==> src/rtl/wdog_pkg.sv <==
package wdog_pkg;
  localparam logic [1:0] ADDR_CFG  = 2'd0;
  localparam logic [1:0] ADDR_CTL  = 2'd1;
  localparam logic [1:0] ADDR_KEY  = 2'd2;
  localparam logic [7:0] KEY_FIRST  = 8'h5A;
  localparam logic [7:0] KEY_SECOND = 8'hC3;
  localparam int CTL_KICK  = 0;
  localparam int CTL_ARM   = 1;
  localparam int CTL_IRQ   = 2;
  localparam int CTL_CAUSE = 3;
  localparam int SEL_W     = 2;
endpackage

==> src/rtl/wdog_unlock.sv <==
module wdog_unlock
  import wdog_pkg::*;
#(
  parameter int WIN_CLKS = 4
) (
  input  logic       clk,
  input  logic       rst_n,
  input  logic       hold,
  input  logic       key_wr,
  input  logic [7:0] key_data,
  output logic       open_o
);
  localparam int WW = $clog2(WIN_CLKS + 1);

  logic          stage_q, stage_d;
  logic [WW-1:0] win_q, win_d;

  always_comb begin
    stage_d = 1'b0;
    win_d   = '0;
    if (!hold) begin
      stage_d = key_wr && (key_data == KEY_FIRST);
      if (key_wr && stage_q && (key_data == KEY_SECOND))
        win_d = WW'(WIN_CLKS);
      else if (win_q != '0)
        win_d = win_q - 1'b1;
      else
        win_d = win_q;
    end
  end

  always_ff @(posedge clk or negedge rst_n) begin
    if (!rst_n) begin
      stage_q <= 1'b0;
      win_q   <= '0;
    end else begin
      stage_q <= stage_d;
      win_q   <= win_d;
    end
  end

  assign open_o = (win_q != '0);


  win_bound_chk: assert property (@(posedge clk) disable iff (!rst_n)
    win_q <= WW'(WIN_CLKS));


  open_after_key_chk: assert property (@(posedge clk) disable iff (!rst_n)
    $rose(open_o) |-> $past(key_wr && (key_data == KEY_SECOND)));
endmodule

==> src/rtl/wdog_interval.sv <==
module wdog_interval
  import wdog_pkg::*;
#(
  parameter int BASE_LOG2 = 12,
  parameter int STEP_LOG2 = 3
) (
  input  logic             clk,
  input  logic             rst_n,
  input  logic             clr,
  input  logic [SEL_W-1:0] sel,
  output logic             tmo_o
);
  localparam int NSEL = 1 << SEL_W;
  localparam int CW   = BASE_LOG2 + STEP_LOG2 * (NSEL - 1);

  logic [CW-1:0] cnt_q, cnt_d;
  logic [CW-1:0] last_v [NSEL];

  for (genvar g = 0; g < NSEL; g++) begin : g_last
    assign last_v[g] = {CW{1'b1}} >> (CW - BASE_LOG2 - STEP_LOG2 * g);
  end

  assign tmo_o = (cnt_q >= last_v[sel]);

  always_comb begin
    if (clr || tmo_o) cnt_d = '0;
    else              cnt_d = cnt_q + 1'b1;
  end

  always_ff @(posedge clk or negedge rst_n) begin
    if (!rst_n) cnt_q <= '0;
    else        cnt_q <= cnt_d;
  end
endmodule

==> src/rtl/wdog_grace.sv <==
module wdog_grace #(
  parameter int GRACE_CLKS = 512,
  parameter int RST_CLKS   = 8
) (
  input  logic clk,
  input  logic rst_n,
  input  logic tmo,
  input  logic kick,
  input  logic arm,
  output logic fire_o,
  output logic pulse_o
);
  localparam int GW = $clog2(GRACE_CLKS);
  localparam int RW = $clog2(RST_CLKS + 1);

  logic          gact_q, gact_d;
  logic [GW-1:0] gcnt_q, gcnt_d;
  logic [RW-1:0] rcnt_q, rcnt_d;
  logic          expire;

  assign pulse_o = (rcnt_q != '0);
  assign expire  = gact_q && (gcnt_q == GW'(GRACE_CLKS - 1));
  assign fire_o  = expire && arm && !kick && !tmo && !pulse_o;

  always_comb begin
    gact_d = gact_q;
    gcnt_d = gcnt_q;
    if (pulse_o || kick) begin
      gact_d = 1'b0;
      gcnt_d = '0;
    end else if (tmo) begin
      gact_d = 1'b1;
      gcnt_d = '0;
    end else if (expire) begin
      gact_d = 1'b0;
      gcnt_d = '0;
    end else if (gact_q) begin
      gcnt_d = gcnt_q + 1'b1;
    end
  end

  always_comb begin
    if (fire_o)       rcnt_d = RW'(RST_CLKS);
    else if (pulse_o) rcnt_d = rcnt_q - 1'b1;
    else              rcnt_d = rcnt_q;
  end

  always_ff @(posedge clk or negedge rst_n) begin
    if (!rst_n) begin
      gact_q <= 1'b0;
      gcnt_q <= '0;
      rcnt_q <= '0;
    end else begin
      gact_q <= gact_d;
      gcnt_q <= gcnt_d;
      rcnt_q <= rcnt_d;
    end
  end


  pulse_len_chk: assert property (@(posedge clk) disable iff (!rst_n)
    rcnt_q <= RW'(RST_CLKS));


  fire_pulse_chk: assert property (@(posedge clk) disable iff (!rst_n)
    fire_o |=> pulse_o);


  kick_cancel_chk: assert property (@(posedge clk) disable iff (!rst_n)
    kick |=> !fire_o);
endmodule

==> src/rtl/wdog_top.sv <==
module wdog_top
  import wdog_pkg::*;
#(
  parameter int BASE_LOG2  = 12,
  parameter int STEP_LOG2  = 3,
  parameter int GRACE_CLKS = 512,
  parameter int MC_CLKS    = 4,
  parameter int RST_MC     = 2,
  parameter int WIN_CLKS   = 4
) (
  input  logic       clk,
  input  logic       rst_n,
  input  logic       wr_en,
  input  logic [1:0] wr_addr,
  input  logic [7:0] wr_data,
  input  logic [1:0] rd_addr,
  output logic [7:0] rd_data,
  output logic       irq,
  output logic       sys_rst
);
  localparam int RST_CLKS = MC_CLKS * RST_MC;

  logic [SEL_W-1:0] sel_q, sel_d;
  logic arm_q, arm_d, irq_q, irq_d, cause_q, cause_d, kick_q, kick_d;
  logic wr_act, key_wr, ctl_wr, cfg_wr, prot_wr, kick;
  logic win_open, tmo_raw, tmo_eff, fire, pulse, cnt_clr;

  always_comb begin
    wr_act  = wr_en && !pulse;
    key_wr  = wr_act && (wr_addr == ADDR_KEY);
    ctl_wr  = wr_act && (wr_addr == ADDR_CTL);
    cfg_wr  = wr_act && (wr_addr == ADDR_CFG);
    prot_wr = ctl_wr && win_open;
    kick    = prot_wr && wr_data[CTL_KICK];
    tmo_eff = tmo_raw && !kick && !pulse;
    cnt_clr = kick || pulse || fire;
  end

  wdog_unlock #(.WIN_CLKS(WIN_CLKS)) u_unlock (
    .clk(clk), .rst_n(rst_n), .hold(pulse), .key_wr(key_wr),
    .key_data(wr_data), .open_o(win_open)
  );

  wdog_interval #(.BASE_LOG2(BASE_LOG2), .STEP_LOG2(STEP_LOG2)) u_interval (
    .clk(clk), .rst_n(rst_n), .clr(cnt_clr), .sel(sel_q), .tmo_o(tmo_raw)
  );

  wdog_grace #(.GRACE_CLKS(GRACE_CLKS), .RST_CLKS(RST_CLKS)) u_grace (
    .clk(clk), .rst_n(rst_n), .tmo(tmo_eff), .kick(kick), .arm(arm_q),
    .fire_o(fire), .pulse_o(pulse)
  );

  always_comb begin
    sel_d  = cfg_wr ? wr_data[SEL_W-1:0] : sel_q;
    arm_d  = prot_wr ? wr_data[CTL_ARM] : arm_q;
    kick_d = kick;
    if (fire)                            irq_d = 1'b0;
    else if (tmo_eff)                    irq_d = 1'b1;
    else if (prot_wr && !wr_data[CTL_IRQ]) irq_d = 1'b0;
    else                                 irq_d = irq_q;
    if (fire)                              cause_d = 1'b1;
    else if (ctl_wr && !wr_data[CTL_CAUSE]) cause_d = 1'b0;
    else                                   cause_d = cause_q;
  end

  always_ff @(posedge clk or negedge rst_n) begin
    if (!rst_n) begin
      sel_q   <= '0;
      arm_q   <= 1'b0;
      irq_q   <= 1'b0;
      cause_q <= 1'b0;
      kick_q  <= 1'b0;
    end else begin
      sel_q   <= sel_d;
      arm_q   <= arm_d;
      irq_q   <= irq_d;
      cause_q <= cause_d;
      kick_q  <= kick_d;
    end
  end

  always_comb begin
    case (rd_addr)
      ADDR_CFG: rd_data = {{(8-SEL_W){1'b0}}, sel_q};
      ADDR_CTL: rd_data = {4'b0, cause_q, irq_q, arm_q, kick_q};
      ADDR_KEY: rd_data = {7'b0, win_open};
      default:  rd_data = 8'h00;
    endcase
  end

  assign irq     = irq_q;
  assign sys_rst = pulse;


  tmo_sets_irq_chk: assert property (@(posedge clk) disable iff (!rst_n)
    tmo_eff |=> irq_q);


  kick_selfclr_chk: assert property (@(posedge clk) disable iff (!rst_n)
    kick_q && !(wr_en && (wr_addr == ADDR_CTL) && wr_data[CTL_KICK]) |=> !kick_q);


  arm_locked_chk: assert property (@(posedge clk) disable iff (!rst_n)
    !win_open |=> $stable(arm_q));


  cause_on_rst_chk: assert property (@(posedge clk) disable iff (!rst_n)
    $rose(sys_rst) |-> cause_q && !irq_q);


  arm_kept_chk: assert property (@(posedge clk) disable iff (!rst_n)
    $rose(sys_rst) |-> arm_q);


  sel_frozen_chk: assert property (@(posedge clk) disable iff (!rst_n)
    pulse |=> $stable(sel_q));
endmodule

==> config.mk <==
export PLATFORM = sky130hd
export DESIGN_NAME = wdog_top
export DESIGN_NICKNAME = d
export VERILOG_FILES = /design/src/rtl/wdog_pkg.sv /design/src/rtl/wdog_unlock.sv /design/src/rtl/wdog_interval.sv /design/src/rtl/wdog_grace.sv /design/src/rtl/wdog_top.sv
export SDC_FILE = /design/constraint.sdc
export NUM_CORES = 1
export LEC_CHECK = 0
export BUFFER_PORTS_ARGS = -buffer_cell sky130_fd_sc_hd__buf_4
export CORE_UTILIZATION = 45
export DETAILED_ROUTE_END_ITERATION = 8
export GPL_ROUTABILITY_DRIVEN = 0
export GPL_TIMING_DRIVEN = 0
export PLACE_DENSITY = 0.63
export SYNTH_ARGS = -nofsm -noshare
export SYNTH_HDL_FRONTEND = slang
export SYNTH_SLANG_ARGS = --single-unit
==> constraint.sdc <==
create_clock -name clk -period 2.9 [get_ports clk]
set_clock_uncertainty 0.15 [all_clocks]
set_input_delay 0.29 -clock clk [delete_from_list [all_inputs] [get_ports clk]]
set_output_delay 0.29 -clock clk [all_outputs]
set_load 0.02 [all_outputs]
==> results of run 1 <==
-- final timing paths --
path	startpoint	end	slack (ns)	cells after the start
worst max-delay path	u_grace.gcnt_q[0]	u_grace.rcnt_q[3]	0.34	10
worst min-delay path	wr_data[1]	sel_q[1]	0.09	2
worst max register to register	u_grace.gcnt_q[0]	u_grace.rcnt_q[3]	0.34	10
worst min register to register	cause_q	cause_q	0.36	2
max in group asynchronous	rst_n	u_grace.rcnt_q[0]	1.83	2
min in group asynchronous	rst_n	u_interval.cnt_q[10]	0.38	2
-- timing repair --
action                                 in CTS  in global routing
hold buffers                                1                  0
buffers inserted                            0                  0
endpoints found under the hold margin      45                  0
-- through the flow --
step	power (W)	instance area (µm²)
6_report	0.00160	3030
5_1_grt	0.00169	3030
4_1_cts	0.00162	3030
3_5_place_dp	0.00111	2900
3_3_place_gp	0.00110	2900
2_1_floorplan	0.00101	2660
-- kinds of logic after synthesis --
| group | share of synthesized area, % |
|---|---|
| simple gates | 24.4 |
| flops | 42.5 |
| compound gates | 9.48 |
| buf+inv | 5.38 |
| xor+xnor | 7.26 |
| fa+ha+maj | 6.13 |
| mux | 4.76 |
| other cells | 0.141 |
-- cells in the final DEF (no fill, tap or decap), drive strengths merged, types with 8 or more instances in the layout --
cell and count:
buf 29, xnor2 15, ha 13, nand3 15, inv 14, nor3 12, clkbuf 8, nor2 53
nand2 16, a21oi 13, dfrtp 45
-- power by group --
| part | internal [W] | switching [W] | leakage, nW |
|---|---|---|---|
| registers | 0.000701 | 0.0000708 | 0.606 |
| logic | 0.000150 | 0.000170 | 0.798 |
| clock network | 0.000280 | 0.000228 | 0.0574 |
| total | 0.00113 | 0.000469 | 1.46 |
-- registers in the layout, indices dropped and copies added (netlist names), 2 cells and up --
register	flops
u_grace.rcnt_q	4
sel_q	2
u_unlock.win_q	3
u_grace.gcnt_q	9
u_interval.cnt_q	21
-- per-layer routing --
metal	track usage, %	share of wire [%]
met1	21.8	49
met2	29.1	46
met3	4.14	3.0
met4	6.48	1.4
met5	0	0
-- area by class of cell --
type	instances	area, µm²	share of cell area (%)
Multi-Input combinational cell	210	1400	46.0
Sequential cell	45	1130	37.1
Timing Repair Buffer	21	160	5.28
Inverter	14	52.6	1.73
Clock inverter	2	37.5	1.24
Tap cell	72	90.1	2.97
Clock buffer	6	82.6	2.72
Buffer	11	90.1	2.97
==> results by group, run 1 <==
Pwr
  – Maximum vdd drop: 0.000421 V
  – Pleak: 1.46 nW
  – PD cells: 528 nW/µm²

Logic synthesis
  – Top-count cell post-synth: dfrtp_1
  – Mapped Area: 2650 µm²
  – Synthesized flop and latch total: 45
  – Top cells by area, synth: dfrtp_1 (42%), ha_1 (6.1%), nor2_1 (6.1%)
  – Synth Flop Type: dfrtp_1
  – Top cell type's share of synthesized area: 42.5%
  – Sequential area share after synthesis: 42.5%
  – Number of synthesized flops with an enable pin: 0
  – Async SR Flop Fraction: 100%
  – Top cells by instance count after synthesis: dfrtp_1 (45), nor2_1 (43), nand2_1 (16), xnor2_1 (15), inv_1 (14)
  – Cells after synthesis: 277
  – Synth cell types: 47
  – Yosys top cell by area: dfrtp_1
  – Synthesized area per cell: 9.58 µm²
  – Yosys warns: 0

Floorplanning
  – Initial core utilization: 47.3%
  – Die area: 6210 µm²
  – Ports: 25
  – Core box area: 5610 µm²
  – Die Y: 78.8 µm
  – # rows: 27
  – Die width: 78.8 µm

STA
  – Final max-slew violation count: 0
  – Worst-Margin Slew: 0.582 ns
  – Min cycle time layout: 2.56 ns
  – Fin Hold WS: 0.0934 ns
  – Final setup vio count: 0
  – Max frequency: 390 MHz
  – Setup TNS: 0 ns
  – PnR worst setup slack: 0.338 ns
  – Worst slew margin relative to its limit: 61.2%
  – RSZ-0062 raised after global routing: no
  – Hold Vio Cnt, Final: 0
  – Fin crit share: 88.4%

GRT
  – Initial antenna violation count: 0
  – Remaining global-route overflow: 0
  – Largest net degree at the start of global routing: 46
  – First-pass GRT wire length: 8.42 mm
  – Tot GR Track Use: 17.4%
  – Number of global-route vias before repair: 1861

Finish
  – Layout cells sized above 1: 20.4%
  – Final nets: 336
  – # fillers: 543
  – Final Util: 54.1%
  – Area Growth Syn to Fin: 14.4%
  – ANT cells: 0
  – Layout Cells excl Fill: 381

Critical path
  – CP Max Fanout: 8
  – Worst Setup Start Kind: register
  – Worst Path Arrival: 2.65 ns
  – Crit path kind: reg -> reg
  – CP cell instances: ha_1 > nand2_1 > nor2_1 > and3_1 > ha_1 > clkbuf_1 > nand3_1 > a31oi_1 > o211ai_1 > a22oi_1
  – Critical path's largest stage delay: 0.40 ns
  – Most used cell, CP: ha_1
  – Crit end category: register
  – Worst path slowest cell: dfrtp_1
  – Critical path required time: 2.98 ns
  – Worst path top cell family by delay: simple AND/OR/NAND/NOR gates
  – CP Buf/Inv Count: 1

Route
  – Detailed Route WL: 4.98 mm
  – Antenna viol nets, final: 0
  – Via count: 1961
  – Pre-Repair DR Iteration Count: 4
  – DR DRC count: 0
  – Avg WL per Cell: 13.1 µm
  – DR vias/cell: 5.15
  – DRT iter0 DRCs: 78

Clock network
  – Sink Count: 45
  – Clock transition at path regs: 0.10 ns
  – Clk_lat worst skew: 0.31 ns
  – CTS tree: yes
  – CTS HTree Levels: 2
  – Resized Gates After CTS: 0
  – Num CTS Buffers: 5
  – Root Driver: clkbuf_8
  – Max Root-Sink Buffers: 2

Placement
  – Port bufs: 20
  – Placed insts: 372
  – Worst slack, placed: 0.354 ns
  – Dpl hpwl: 3.59 mm

Status
  – Status: completed

Worst hold path
  – Type of the tightest min-delay check: in -> reg

Flow run
  – Max cap viols: 0
Power figures use the tool's default switching activity.
==> inputs of run 2 (changes only) <==
--- a/config.mk
+++ b/config.mk
@@ -13,4 +13,5 @@
 export PLACE_DENSITY = 0.63
 export SYNTH_ARGS = -nofsm -noshare
 export SYNTH_HDL_FRONTEND = slang
+export SYNTH_HIERARCHICAL = 1
 export SYNTH_SLANG_ARGS = --single-unit
==> run 2 against run 1 <==
  * The flow now finishes with violations (setup timing)
  * Critical endpoint is now u_interval/cnt_q[19]
  * Sequential power about the same
  * Largest cell class unchanged
  * Synthesized area about the same
  * Combinational power is 42% higher
  * Final cell count grew 3.1%
  * Cell area increased by 14%
  * Fmax is 27% lower
  * Flip-flop and latch count did not move
  * First-iteration DRC count fell by 17%
  * Synthesized cell count fell by 0.72%
  * Worst hold slack improved by 0.0098 ns
  * Total power grew 7.6%
  * Worst setup slack worse by 0.94 ns
==> results by group, run 2 <==
Status
  – Status: finished, violations left
  – Failing checks: setup timing

STA
  – Final max-slew violation count: 0 (unchanged)
  – Worst slew margin relative to its limit: 61.5% (+0.33 points)
  – PnR worst setup slack: -0.600 ns (-0.937 ns)
  – RSZ-0062 raised after global routing: yes
  – Final setup vio count: 22 (+22)
  – Worst-Margin Slew: 0.577 ns (-0.00498 ns)
  – Max frequency: 286 MHz (-27%)
  – Fin Hold WS: 0.103 ns (+0.00978 ns)
  – Hold Vio Cnt, Final: 0 (unchanged)
  – Min cycle time layout: 3.50 ns (+0.937 ns)
  – Fin crit share: 121% (+32 points)

Route
  – Antenna viol nets, final: 0 (unchanged)
  – DRT iter0 DRCs: 65 (-17%)
  – Avg WL per Cell: 14.9 µm (+14%)
  – Pre-Repair DR Iteration Count: 4 (unchanged)
  – Via count: 2179 (+11%)
  – Detailed Route WL: 5.85 mm (+17%)
  – DR DRC count: 0 (unchanged)
  – DR vias/cell: 5.54 (+7.7%)

Logic synthesis
  – Top-count cell post-synth: dfrtp_1
  – Synth Flop Type: dfrtp_1
  – Yosys top cell by area: dfrtp_1
  – Top cells by area, synth: dfrtp_1 (42%), ha_1 (5.7%), nor3_1 (3.6%)
  – Cells after synthesis: 275 (-0.72%)
  – Synthesized flop and latch total: 45 (unchanged)
  – Synth Area in Simple Gates: 27.1% (+2.7 points)
  – Top cell type's share of synthesized area: 42.4% (about the same)
  – Xor/xnor cell area share of the yosys netlist: 3.96% (-3.3 points)
  – Main combinational cell family by area after synthesis: simple AND/OR/NAND/NOR gates
  – Synthesized area per cell: 9.65 µm² (+0.77%)
  – Number of synthesized flops with an enable pin: 0 (unchanged)
  – Mux share of post-synthesis cell area: 4.20% (-0.57 points)
  – Synth cell types: 53 (+13%)
  – Yosys warns: 6 (+6)
  – Async SR Flop Fraction: 100% (unchanged)
  – Synth Area in Compound Gates: 12.2% (+2.7 points)
  – Mapped Area: 2650 µm² (about the same)
  – Sequential area share after synthesis: 42.4% (about the same)
  – Synth Area in Adders: 5.66% (-0.47 points)
  – Top cells by instance count after synthesis: dfrtp_1 (45), nor3_1 (19), nor2_1 (18), nand2_1 (17), o21ai_0 (14)

Floorplanning
  – # rows: 27 (unchanged)
  – Initial core utilization: 47.3% (about the same)
  – Die area: 6210 µm² (about the same)
  – Die Y: 78.8 µm (about the same)
  – Ports: 25 (unchanged)
  – Core box area: 5610 µm² (unchanged)
  – Die width: 78.8 µm (about the same)

Critical path
  – CP Buf/Inv Count: 2 (+1)
  – Critical path required time: 2.98 ns (about the same)
  – CP Max Fanout: 5 (-3)
  – Worst Setup Start Kind: register
  – Worst path slowest cell: or3_4
  – CP cell instances: nand2_4 > ha_4 > nand4_1 > a2111o_1 > nor4_4 > or3_1 > and2b_2 > o21ai_2 > inv_1 > nor2_2 > nand4_1 > nor2_2 > or3_1 > or3_4 > clkbuf_16 > a211oi_2
  – Crit path kind: reg -> reg
  – Worst path top cell family by delay: simple AND/OR/NAND/NOR gates
  – Critical path's largest stage delay: 0.47 ns (+0.07 ns)
  – Crit end category: register
  – Worst Path Arrival: 3.58 ns (+0.93 ns)
  – Critical Path Stages: 16 (+6)
  – R2r worst-path depth: 16 (+6)

GRT
  – First-pass GRT wire length: 9.90 mm (+18%)
  – Largest net degree at the start of global routing: 46 (unchanged)
  – Tot GR Track Use: 20.7% (+3.3 points)
  – Remaining global-route overflow: 0 (unchanged)
  – Initial antenna violation count: 0 (unchanged)
  – Number of global-route vias before repair: 2157 (+16%)

Clock network
  – Root Driver: clkbuf_8
  – Clock transition at path regs: 0.09 ns (about the same)
  – Clk_lat worst skew: 0.30 ns (about the same)
  – CTS tree: yes
  – Num CTS Buffers: 5 (unchanged)
  – Max Root-Sink Buffers: 2 (unchanged)
  – CTS HTree Levels: 2 (unchanged)
  – Sink Count: 45 (unchanged)

Placement
  – Dpl hpwl: 3.74 mm (+4.0%)
  – Placed insts: 370 (-0.54%)
  – Post-DP Area: 3020 µm² (+3.9%)
  – Port bufs: 20 (unchanged)
  – Worst slack, placed: -0.923 ns (-1.28 ns)

Finish
  – FF+latch area: 1130 µm² (+0.11%)
  – Max reg flops: 21 (unchanged)
  – Area Growth Syn to Fin: 29.8%
  – Layout Cells excl Fill: 393 (+3.1%)
  – Largest Register: u_interval/cnt_q
  – Design area: 3450 µm² (+14%)
  – # fillers: 500 (-7.9%)
  – Most frequent cells in the layout: dfrtp_1 (44), buf_4 (36), nand2_1 (16), nor2_1 (16), o21ai_0 (13)
  – Final nets: 347 (+3.3%)
  – ANT cells: 0 (unchanged)
  – Leading cell type in the layout, fill and taps excluded: dfrtp_1
  – Layout cells sized above 1: 33.3% (+13 points)
  – Largest regs: u_interval/cnt_q: 21 flops, u_grace/gcnt_q: 9 flops, u_grace/rcnt_q: 4 flops
  – Area of the multi-input gates: 1670 µm² (+19%)

Pwr
  – Pleak: 1.50 nW (+2.9%)
  – Maximum vdd drop: 0.000345 V (-18%)
  – PD cells: 500 nW/µm² (-5.3%)
  – Tot Pwr: 0.00172 W (+7.6%)

Flow run
  – Max cap viols: 0 (unchanged)

Worst hold path
  – Min-Delay Path Depth: 2 (unchanged)
  – Type of the tightest min-delay check: in -> reg
[run 2: per-stage QoR]
stage | TNS (ns) | util (%)
2_1_floorplan | -9.51 | -
3_3_place_gp | -17.33 | 53.8
4_1_cts | -14.45 | 60.4
3_5_place_dp | -17.98 | 53.8
6_report | -11.85 | 61.4
5_1_grt | -15.35 | 61.4
[run 2: final cells by class]
cell class	count	area share, %
multi-input cells	208	48.4
clock buffers	7	2.51
flip-flops and latches	45	32.7
clock inverters	1	0.871
inverters	14	1.63
repair buffers	35	8.21
plain buffers	11	3.09
well taps	72	2.61
[run 2: what timing repair did]
action / 4_1_cts / 5_1_grt
resized for setup: 22 / 13
pin swaps: 20 / 10
setup buffers: 13 / 5
hold endpoints to repair: 45 / 0
cloned: 2 / 0
setup endpoints to repair: 22 / 26
hold buffers: 1 / 0
[run 2: power by group]
part	internal [W]	switching, W
Combinational	0.000238	0.000215
Clock	0.000281	0.000217
Sequential	0.000702	0.0000693
[run 2: cell families after synthesis]
| family | Yosys count |
|---|---|
| buf+inv | 25 |
| fa+ha+maj | 12 |
| mux | 10 |
| compound gates | 48 |
| other cells | 1 |
| xor+xnor | 12 |
| simple gates | 122 |
| flops | 45 |
[run 2: worst paths after layout]
kind                                        endpoint       start  slack [ns]
worst min-delay path                        sel_q[1]  wr_data[1]        0.10
min in group asynchronous        u_interval/cnt_q[3]       rst_n        0.37
worst max register to register  u_interval/cnt_q[19]    sel_q[0]       -0.60
worst min register to register               cause_q     cause_q        0.33
worst max-delay path            u_interval/cnt_q[19]    sel_q[0]       -0.60
max in group asynchronous                   sel_q[1]       rst_n        1.80
[run 2: per-layer routing]
layer  GRT usage (%)  share of wire (%)
met1            26.0                 49
met2            34.3                 46
met3            4.25                2.6
met4            8.89                2.3
met5               0                  0
==> inputs of run 3 (changes only) <==
--- a/config.mk
+++ b/config.mk
@@ -10,7 +10,7 @@
 export DETAILED_ROUTE_END_ITERATION = 8
 export GPL_ROUTABILITY_DRIVEN = 0
 export GPL_TIMING_DRIVEN = 0
-export PLACE_DENSITY = 0.63
+export PLACE_DENSITY = 0.66
 export SYNTH_ARGS = -nofsm -noshare
 export SYNTH_HDL_FRONTEND = slang
 export SYNTH_HIERARCHICAL = 1
==> constraint.sdc (replaced) <==
create_clock -name clk -period 3.2 [get_ports clk]
set_clock_uncertainty 0.15 [all_clocks]
set_input_delay 0.32 -clock clk [delete_from_list [all_inputs] [get_ports clk]]
set_output_delay 0.32 -clock clk [all_outputs]
set_load 0.02 [all_outputs]
==> run 3 against run 2 <==
  * The flow still finishes with violations (setup timing)
  * Combinational power decreased by 9.7%
  * Sequential share of layout area decreased by 0.33 points
  * Flip-flop and latch count unchanged
  * Final cell count increased by 1.8%
  * Sequential power decreased by 9.1%
  * Fmax increased by 0.40%
  * Die area unchanged
  * Highest routed layer unchanged
==> results by group, run 3 (synthesis results as in run 2) <==
Status
  – Status: finished, violations left
  – Failing checks: setup timing

Critical path
  – Worst path slowest cell: or3_4
  – Worst Setup Start Kind: register
  – Critical path required time: 3.27 ns (+0.29 ns)
  – Crit path kind: reg -> reg
  – Worst Path Arrival: 3.56 ns (-0.02 ns)
  – Crit end category: register
  – CP cell instances: nand2_4 > ha_4 > nand4_1 > a2111o_1 > nor4_4 > or3_1 > and2b_2 > o21ai_2 > inv_2 > nor2_2 > nand4_1 > nor2_2 > or3_1 > or3_4 > clkbuf_16 > nor3_4
  – CP Max Fanout: 5 (unchanged)
  – Critical path's largest stage delay: 0.46 ns (about the same)

STA
  – Max frequency: 287 MHz (+0.40%)
  – RSZ-0062 raised after global routing: yes
  – Hold Vio Cnt, Final: 0 (unchanged)
  – Final setup vio count: 23 (+4.5%)
  – Worst-Margin Slew: 0.582 ns (+0.00491 ns)
  – Fin crit share: 109% (-12 points)
  – PnR worst setup slack: -0.286 ns (+0.314 ns)
  – Min cycle time layout: 3.49 ns (-0.0138 ns)
  – Worst slew margin relative to its limit: 61.2% (-0.33 points)
  – Final max-slew violation count: 0 (unchanged)

GRT
  – Largest net degree at the start of global routing: 46 (unchanged)
  – Tot GR Track Use: 20.1% (-0.61 points)
  – First-pass GRT wire length: 9.84 mm (-0.63%)
  – Number of global-route vias before repair: 2138 (-0.88%)
  – Remaining global-route overflow: 0 (unchanged)
  – Initial antenna violation count: 0 (unchanged)

Clock network
  – Num CTS Buffers: 5 (unchanged)
  – Root Driver: clkbuf_8
  – Max Root-Sink Buffers: 2 (unchanged)
  – Clk_lat worst skew: 0.30 ns (about the same)
  – CTS HTree Levels: 2 (unchanged)
  – Sink Count: 45 (unchanged)
  – Clock transition at path regs: 0.09 ns (about the same)
  – CTS tree: yes

Floorplanning
  – Initial core utilization: 47.3% (unchanged)
  – Core box area: 5610 µm² (unchanged)
  – # rows: 27 (unchanged)
  – Die Y: 78.8 µm (unchanged)
  – Die width: 78.8 µm (unchanged)
  – Ports: 25 (unchanged)
  – Die area: 6210 µm² (unchanged)

Route
  – Antenna viol nets, final: 0 (unchanged)
  – DRT iter0 DRCs: 146 (+120%)
  – Pre-Repair DR Iteration Count: 4 (unchanged)
  – DR vias/cell: 5.57 (+0.46%)
  – Detailed Route WL: 5.91 mm (+1.1%)
  – Avg WL per Cell: 14.8 µm (-0.69%)
  – DR DRC count: 0 (unchanged)
  – Via count: 2228 (+2.2%)

Finish
  – Layout Cells excl Fill: 400 (+1.8%)
  – Most frequent cells in the layout: dfrtp_1 (43), buf_4 (39), nor2_1 (16)
  – Final Util: 62.1% (+0.69 points)
  – Layout cells sized above 1: 35.4% (+2.0 points)
  – Largest Register: u_interval/cnt_q
  – FF+latch area: 1130 µm² (+0.11%)
  – Final nets: 355 (+2.3%)
  – Area Growth Syn to Fin: 31.3%
  – ANT cells: 0 (unchanged)
  – Max reg flops: 21 (unchanged)
  – # fillers: 479 (-4.2%)
  – Area of the multi-input gates: 1660 µm² (-0.60%)
  – Leading cell type in the layout, fill and taps excluded: dfrtp_1
  – Largest regs: u_interval/cnt_q: 21 flops, u_grace/gcnt_q: 9 flops, u_grace/rcnt_q: 4 flops

Pwr
  – Maximum vdd drop: 0.000336 V (-2.6%)
  – Pleak: 1.53 nW (+2.0%)
  – PD cells: 423 nW/µm² (-15%)

Worst hold path
  – Type of the tightest min-delay check: in -> reg

Placement
  – Dpl hpwl: 3.67 mm (-2.0%)
  – Port bufs: 20 (unchanged)
  – Placed insts: 370 (unchanged)
  – Worst slack, placed: -0.612 ns (+0.311 ns)

Flow run
  – Max cap viols: 0 (unchanged)
run 3: layer usage:
metal  part of all wire [%]  global-route usage, %
met1                     48                   26.7
met2                     48                   32.4
met3                    2.9                   4.14
met4                    1.5                   6.85
met5                      0                      0
run 3: critical path, delay by kind of cell (launching register included):
kind | cells | cell delay, ns
AND/OR/NAND/NOR | 11 | 1.86
AO/OA/AOI/OAI | 2 | 0.43
flip-flops | 1 | 0.43
adder cells (fa/ha/maj) | 1 | 0.28
buffers and inverters | 2 | 0.25
run 3: stage by stage:
step	cell area, µm²	hold WS (ns)	power [W]	setup TNS, ns
3_5_place_dp	3020	0.218	0.00105	-11.89
3_3_place_gp	3020	0.217	0.00104	-11.40
6_report	3480	0.142	0.00148	-5.26
2_1_floorplan	2780	-0.126	0.000959	-3.21
5_1_grt	3480	0.139	0.00156	-7.73
4_1_cts	3380	0.134	0.00145	-6.92
run 3: worst paths after layout:
check	start	to	slack (ns)	depth (start not counted)
setup / recovery	sel_q[1]	u_interval/cnt_q[2]	-0.29	16
hold / removal	wr_data[0]	sel_q[0]	0.14	2
setup reg to reg	sel_q[1]	u_interval/cnt_q[2]	-0.29	16
hold reg to reg	cause_q	cause_q	0.33	1
max in group asynchronous	rst_n	sel_q[0]	2.06	2
min in group asynchronous	rst_n	u_interval/cnt_q[13]	0.41	2
run 3: power by group:
part | internal, W | switching (W)
sequential | 0.000636 | 0.0000643
combinational | 0.000213 | 0.000196
clock | 0.000172 | 0.000194
run 3: area by class of cell:
cell class	instances	share of cell area (%)
buffer	11	3.05
clock buffer	7	2.48
inverter	14	1.62
multi-input combinational	208	47.5
sequential	45	32.4
tap	72	2.59
timing repair buffer	43	10.3
run 3: timing repair:
action	CTS	global route
endpoints found under the setup margin	21	23
gates resized for setup	26	14
pin swaps	15	11
buffers inserted	15	5
hold endpoints to repair	45	0
cloned	2	0
hold buffers	1	0
